**src/rtl/intc_pkg.sv**
```systemverilog
`timescale 1ns/1ps
package intc_pkg;
  typedef enum logic [1:0] {
    RA_PEND = 2'd0,
    RA_MASK = 2'd1,
    RA_CFG  = 2'd2,
    RA_VEC  = 2'd3
  } reg_addr_e;
endpackage

```
**src/rtl/intc_sync_edge.sv**
```systemverilog
`timescale 1ns/1ps
module intc_sync_edge #(
  parameter int N_PIN = 8
) (
  input  logic             clk,
  input  logic             rst_n,
  input  logic [N_PIN-1:0] pin_n,
  output logic [N_PIN-1:0] active,
  output logic [N_PIN-1:0] fall
);
  for (genvar g = 0; g < N_PIN; g++) begin : g_pin
    logic s1_q, s2_q, prev_q;
    always_ff @(posedge clk) begin
      if (!rst_n) begin
        s1_q   <= 1'b1;
        s2_q   <= 1'b1;
        prev_q <= 1'b1;
      end else begin
        s1_q   <= pin_n[g];
        s2_q   <= s1_q;
        prev_q <= s2_q;
      end
    end
    assign active[g] = ~s2_q;
    assign fall[g]   = prev_q & ~s2_q;
  end
endmodule

```
**src/rtl/intc_pend.sv**
```systemverilog
`timescale 1ns/1ps
module intc_pend #(
  parameter int N_PAIR = 8,
  localparam int NSRC = 2 * N_PAIR
) (
  input  logic              clk,
  input  logic              rst_n,
  input  logic [N_PAIR-1:0] ext_active,
  input  logic [N_PAIR-1:0] ext_fall,
  input  logic [N_PAIR-1:0] edge_mode,
  input  logic [N_PAIR-1:0] int_req,
  input  logic              clr_we,
  input  logic [N_PAIR-1:0] ext_clr,
  output logic [NSRC-1:0]   pend
);
  for (genvar k = 0; k < N_PAIR; k++) begin : g_pair
    logic ext_q, int_q, ext_nxt;
    always_comb begin
      if (edge_mode[k])
        ext_nxt = ext_fall[k] | (ext_q & ~(clr_we & ext_clr[k]));
      else
        ext_nxt = ext_active[k];
    end
    always_ff @(posedge clk) begin
      if (!rst_n) begin
        ext_q <= 1'b0;
        int_q <= 1'b0;
      end else begin
        ext_q <= ext_nxt;
        int_q <= int_req[k];
      end
    end
    assign pend[2*k]   = ext_q;
    assign pend[2*k+1] = int_q;
  end
endmodule

```
**src/rtl/intc_prio.sv**
```systemverilog
`timescale 1ns/1ps
module intc_prio #(
  parameter int NSRC     = 16,
  parameter int VEC_W    = 8,
  parameter int VEC_STEP = 4
) (
  input  logic [NSRC-1:0]  active,
  output logic [VEC_W-1:0] vec,
  output logic             any
);
  localparam int IDLE = NSRC * VEC_STEP;
  always_comb begin
    vec = VEC_W'(IDLE);
    any = 1'b0;
    for (int i = NSRC - 1; i >= 0; i--) begin
      if (active[i]) begin
        vec = VEC_W'(i * VEC_STEP);
        any = 1'b1;
      end
    end
  end
endmodule

```
**src/rtl/intc_top.sv**
```systemverilog
`timescale 1ns/1ps
module intc_top #(
  parameter int N_PAIR   = 8,
  parameter int VEC_W    = 8,
  parameter int VEC_STEP = 4,
  localparam int NSRC = 2 * N_PAIR
) (
  input  logic              clk,
  input  logic              rst_n,
  input  logic [N_PAIR-1:0] irq_n_i,
  input  logic [N_PAIR-1:0] lvl_i,
  input  logic              bus_sel_i,
  input  logic              bus_wr_i,
  input  logic [1:0]        bus_addr_i,
  input  logic [NSRC-1:0]   bus_wdata_i,
  output logic [NSRC-1:0]   bus_rdata_o,
  output logic              core_irq_o,
  output logic [VEC_W-1:0]  vector_o,
  output logic [N_PAIR-1:0] wake_o
);
  import intc_pkg::*;

  logic [N_PAIR-1:0] ext_active, ext_fall, ext_clr;
  logic [NSRC-1:0]   pend_q, mask_q, cfg_q, live;
  logic              wr_en, any_live, core_q;
  logic [VEC_W-1:0]  vec;
  reg_addr_e         addr;

  assign addr  = reg_addr_e'(bus_addr_i);
  assign wr_en = bus_sel_i & bus_wr_i;

  intc_sync_edge #(.N_PIN(N_PAIR)) u_sync (
    .clk(clk), .rst_n(rst_n), .pin_n(irq_n_i),
    .active(ext_active), .fall(ext_fall)
  );

  for (genvar k = 0; k < N_PAIR; k++) begin : g_clr
    assign ext_clr[k] = bus_wdata_i[2*k];
  end

  intc_pend #(.N_PAIR(N_PAIR)) u_pend (
    .clk(clk), .rst_n(rst_n),
    .ext_active(ext_active), .ext_fall(ext_fall),
    .edge_mode(cfg_q[N_PAIR-1:0]), .int_req(lvl_i),
    .clr_we(wr_en && addr == RA_PEND), .ext_clr(ext_clr),
    .pend(pend_q)
  );

  always_ff @(posedge clk) begin
    if (!rst_n) begin
      mask_q <= '0;
      cfg_q  <= '0;
      core_q <= 1'b0;
    end else begin
      if (wr_en && addr == RA_MASK) mask_q <= bus_wdata_i;
      if (wr_en && addr == RA_CFG)  cfg_q  <= bus_wdata_i;
      core_q <= any_live;
    end
  end

  assign live = pend_q & mask_q;

  intc_prio #(.NSRC(NSRC), .VEC_W(VEC_W), .VEC_STEP(VEC_STEP)) u_prio (
    .active(live), .vec(vec), .any(any_live)
  );

  for (genvar k = 0; k < N_PAIR; k++) begin : g_wake
    assign wake_o[k] = cfg_q[N_PAIR+k] & pend_q[2*k];
  end

  always_comb begin
    case (addr)
      RA_PEND: bus_rdata_o = pend_q;
      RA_MASK: bus_rdata_o = mask_q;
      RA_CFG:  bus_rdata_o = cfg_q;
      default: bus_rdata_o = NSRC'(vec);
    endcase
  end

  assign core_irq_o = core_q;
  assign vector_o   = vec;
endmodule

```
**config.mk**
```make
export PLATFORM = sky130hd
export DESIGN_NAME = intc_top
export DESIGN_NICKNAME = d
export VERILOG_FILES = /design/src/rtl/intc_pkg.sv /design/src/rtl/intc_sync_edge.sv /design/src/rtl/intc_pend.sv /design/src/rtl/intc_prio.sv /design/src/rtl/intc_top.sv
export SDC_FILE = /design/constraint.sdc
export NUM_CORES = 1
export LEC_CHECK = 0
export BUFFER_PORTS_ARGS = -buffer_cell sky130_fd_sc_hd__buf_2
export CORE_AREA = 3 3 86 104
export CTS_BUF_LIST = sky130_fd_sc_hd__clkbuf_16
export DETAILED_ROUTE_END_ITERATION = 10
export DIE_AREA = 0 0 89 107
export SYNTH_ARGS = -nofsm -noshare
export SYNTH_HDL_FRONTEND = slang
export SYNTH_HIERARCHICAL = 1
export SYNTH_SLANG_ARGS = --single-unit
```
**constraint.sdc**
```tcl
create_clock -name clk -period 2.2 [get_ports clk]
set_input_delay 0.11 -clock clk [delete_from_list [all_inputs] [get_ports clk]]
set_output_delay 0.11 -clock clk [all_outputs]
set_load 0.03 [all_outputs]
```
==> flow_summary.json <==
{
  "status": "finished with violations",
  "violations": "setup timing",
  "port_buffers": 67,
  "postSynthCellCount": 359,
  "hpwl_um": 5480,
  "hp-start": "lvl_i[3]",
  "coreArea_um2": 8060,
  "drtAntennaViolNets": 0,
  "holdPathStages": 2,
  "synthSimpleGateAreaFrac_pct": 21.3,
  "ys_ff_latch": 73,
  "start_kind": "flop",
  "fin_ws_ns": -0.0353,
  "critPathArrivalTime_ns": 2.13,
  "power.density_nw_per_um2": 697,
  "placement_rows": 36,
  "vdd_drop_max_v": 0.000361,
  "die-height_um": 107,
  "fin_crit_ns": 2.24,
  "setup_viol_count_final": 1,
  "first_pass_iters": 4,
  "rsz0062_at_grt": "yes",
  "post-place-ws_ns": 0.231,
  "n_antenna_cell": 0,
  "syn_avg_cell_area_um2": 9.69,
  "cp.buffers_inverters": 2,
  "finalMaxSlewViolations": 0,
  "grt_pass1_wl_um": 12700,
  "die-area_um2": 9520,
  "min_to": "u_pend/g_pair[3].int_q$_SDFF_PN0_",
  "fin_skew_ns": 0.00561,
  "crit_type": "reg -> out",
  "synth_compound_area_share_pct": 8.81,
  "wl_um": 8130,
  "synth_area_um2": 3480,
  "synthArstFlopShare_pct": 0,
  "routabilityCongestion": 0.911,
  "final_util_pct": 52.9,
  "cts_tree": "done",
  "cts_sinks": 73,
  "antenna_found_initial": 0,
  "dr_total_vias": 2598,
  "clk_pin_slew_worst_paths_ns": 0.05,
  "max_slew_margin_pct": 62.8,
  "crit_family": "simple AND/OR/NAND/NOR gates",
  "rrSetupSlack_ns": 0.58,
  "cts-root-buf": "clkbuf_16",
  "clockBufferDepth": 2,
  "overflow": 0,
  "maxCapViolCount": 0,
  "synth_xor_area_share_pct": 0,
  "max_freq_mhz": 447,
  "fillers": 757,
  "seq_area_frac_synth_pct": 42.0,
  "endpoint_kind": "output pin",
  "drive_above_1_share_pct": 28.8,
  "yosys_warnings": 6,
  "crit_fanout": 4,
  "hold_viol_final": 0,
  "initial_core_util_pct": 43.2,
  "tightest_slew_ns": 0.559,
  "ys.flop_type": "dfxtp_1",
  "rr_worst_depth": 5,
  "hold_path.class": "in -> reg",
  "holdWs_ns": 0.0397,
  "routedWlPerCell_um": 15.5,
  "synth_edf_count": 0,
  "clock_latency_ns": 0.32,
  "fin_crit_sh_pct": 102,
  "power_mw": 2.98,
  "ys_types": 36,
  "cts_buffers": 9,
  "slowest_stage": "or3_4",
  "htreeDepth": 3,
  "cp_cell_sequence": "and2_4 > nor4_4 > nand3_1 > or3_4 > inv_2 > mux4_2 > buf_6",
  "final_nets": 464,
  "synth_top_family_by_area": "simple AND/OR/NAND/NOR gates",
  "synthAdderAreaFrac_pct": 0,
  "timing.rr.end": "core_irq_o$_SDFF_PN0_",
  "grt_util_all_layers_pct": 17.5,
  "die_w_um": 89,
  "drt_first_iter_violations": 93,
  "vias_per_cell": 4.94,
  "cp_slowest_stage_delay_ns": 0.38,
  "power.leakage_nw": 1.98,
  "area_growth_pct": 22.7,
  "muxShareOfSynthArea_pct": 17.4,
  "grt_pass1_vias": 2552,
  "r2r-start": "u_pend/g_pair[3].ext_q$_SDFF_PN0_",
  "cp.required_ns": 2.09,
  "remaining_drc_errors": 0,
  "grt_max_degree": 61,
  "io_pins": 71
}
==> sequential cells by signal (all words and copies together), names as in the netlist <==
name                 count
cfg_q                   16
core_irq_o               1
mask_q                  16
u_pend/g_pair.ext_q      8
u_pend/g_pair.int_q      8
u_sync/g_pin.prev_q      8
u_sync/g_pin.s1_q        8
u_sync/g_pin.s2_q        8
==> stage by stage <==
step,area (µm²),std cells,setup TNS (ns)
global route,4270,526,-0.110
CTS,4170,523,0
finish,4270,526,-0.0353
global placement,3710,492,0
detailed placement,3710,492,0
floorplan,3490,361,0
==> cell families (layout without fill, tap and decap cells) <==
family / Yosys count / count (layout)
mux: 48 / 48
flops: 73 / 73
buf+inv: 57 / 127
compound gates: 43 / 43
simple gates: 137 / 137
other cells: 1 / 3
==> worst reg2reg max path, stage by stage, from the launching register on <==
cell and delay (ns):
dfxtp_4 0.35, and2_4 0.17, nor4_4 0.28, nand3_1 0.18, or3_4 0.38, and2_1 0.16
==> layout by cell type, fill, tap and decap left out, drive strengths merged, types with 4 or more instances in the layout <==
| cell type | n |
|---|---|
| mux2i | 40 |
| o2bb2ai | 8 |
| nand2b | 21 |
| buf | 75 |
| a31oi | 10 |
| o21ai | 11 |
| a21bo | 8 |
| mux4 | 8 |
| clkinv | 4 |
| clkbuf | 10 |
| nand2 | 53 |
| dfxtp | 73 |
| dlygate4sd3 | 15 |
| nor2b | 10 |
| and2 | 33 |
| inv | 21 |
| nor2 | 7 |
==> power by group <==
group          internal (mW)  switching (mW)  total [mW]
Sequential              1.37          0.0268        1.39
Clock                  0.748           0.527        1.27
Combinational          0.141           0.166       0.308
Total                   2.26           0.720        2.98
==> cell type report <==
class	count	area, µm²	share of cell area, %
multi-input combinational	231	1750	41.0
sequential	73	1470	34.5
timing repair buffer	91	587	13.7
clock buffer	9	225	5.28
tap	95	119	2.79
inverter	20	75.1	1.76
clock inverter	7	38.8	0.909
==> per-layer routing <==
| metal | routed length [µm] | up-vias | GRT usage, % | share of wire (%) |
|---|---|---|---|---|
| li1 | - | 1312 | - | - |
| met1 | 3570 | 1222 | 21.5 | 44 |
| met2 | 4090 | 56 | 29.3 | 50 |
| met3 | 352 | 8 | 4.46 | 4.3 |
| met4 | 118 | 0 | 5.96 | 1.5 |
| met5 | 0 | - | 0 | 0 |
==> how the worst max path moves through the flow <==
| stage | start | endpoint | slack [ns] | depth (start not counted) |
|---|---|---|---|---|
| 4_1_cts | u_pend/g_pair[5].int_q$_SDFF_PN0_ | bus_rdata_o[2] | 0.001 | 7 |
| 3_5_place_dp | u_pend/g_pair[6].ext_q$_SDFF_PN0_ | bus_rdata_o[4] | 0.23 | 6 |
| 5_1_grt | u_pend/g_pair[3].ext_q$_SDFF_PN0_ | bus_rdata_o[6] | -0.07 | 7 |
| 3_3_place_gp | u_pend/g_pair[6].ext_q$_SDFF_PN0_ | bus_rdata_o[4] | 0.27 | 6 |
| 2_1_floorplan | u_pend/g_pair[3].int_q$_SDFF_PN0_ | bus_rdata_o[5] | 0.02 | 6 |
| 6_report | u_pend/g_pair[3].ext_q$_SDFF_PN0_ | bus_rdata_o[6] | -0.04 | 7 |
==> synthesized netlist by cell type (2+ instances only) <==
cell        n  area, µm²
dfxtp_1    73       1460
nand2_1    53        199
mux2i_1    40        400
and2_1     33        206
buf_4      21        158
nand2b_1   21        131
inv_1      19       71.3
a31oi_1    10       62.6
nor2b_1    10       62.6
o21ai_0     9       45.0
a21bo_1     8       80.1
o2bb2ai_1   8       70.1
mux4_1      7        184
buf_6       6       67.6
nor2_1      6       22.5
buf_2       5       25.0
clkbuf_1    4       15.0
a21oi_1     3       15.0
nor3_1      3       15.0
or2b_1      3       22.5
o21ai_1     2       10.0
==> repair_timing <==
item	4_1_cts	5_1_grt
setup buffers	0	3
setup endpoints to repair	4	5
resized for setup	16	32
hold endpoints to repair	15	0
cloned	0	0
pin swaps	5	10
hold buffers	15	0
No activity file was read; power rests on OpenSTA's default activity.
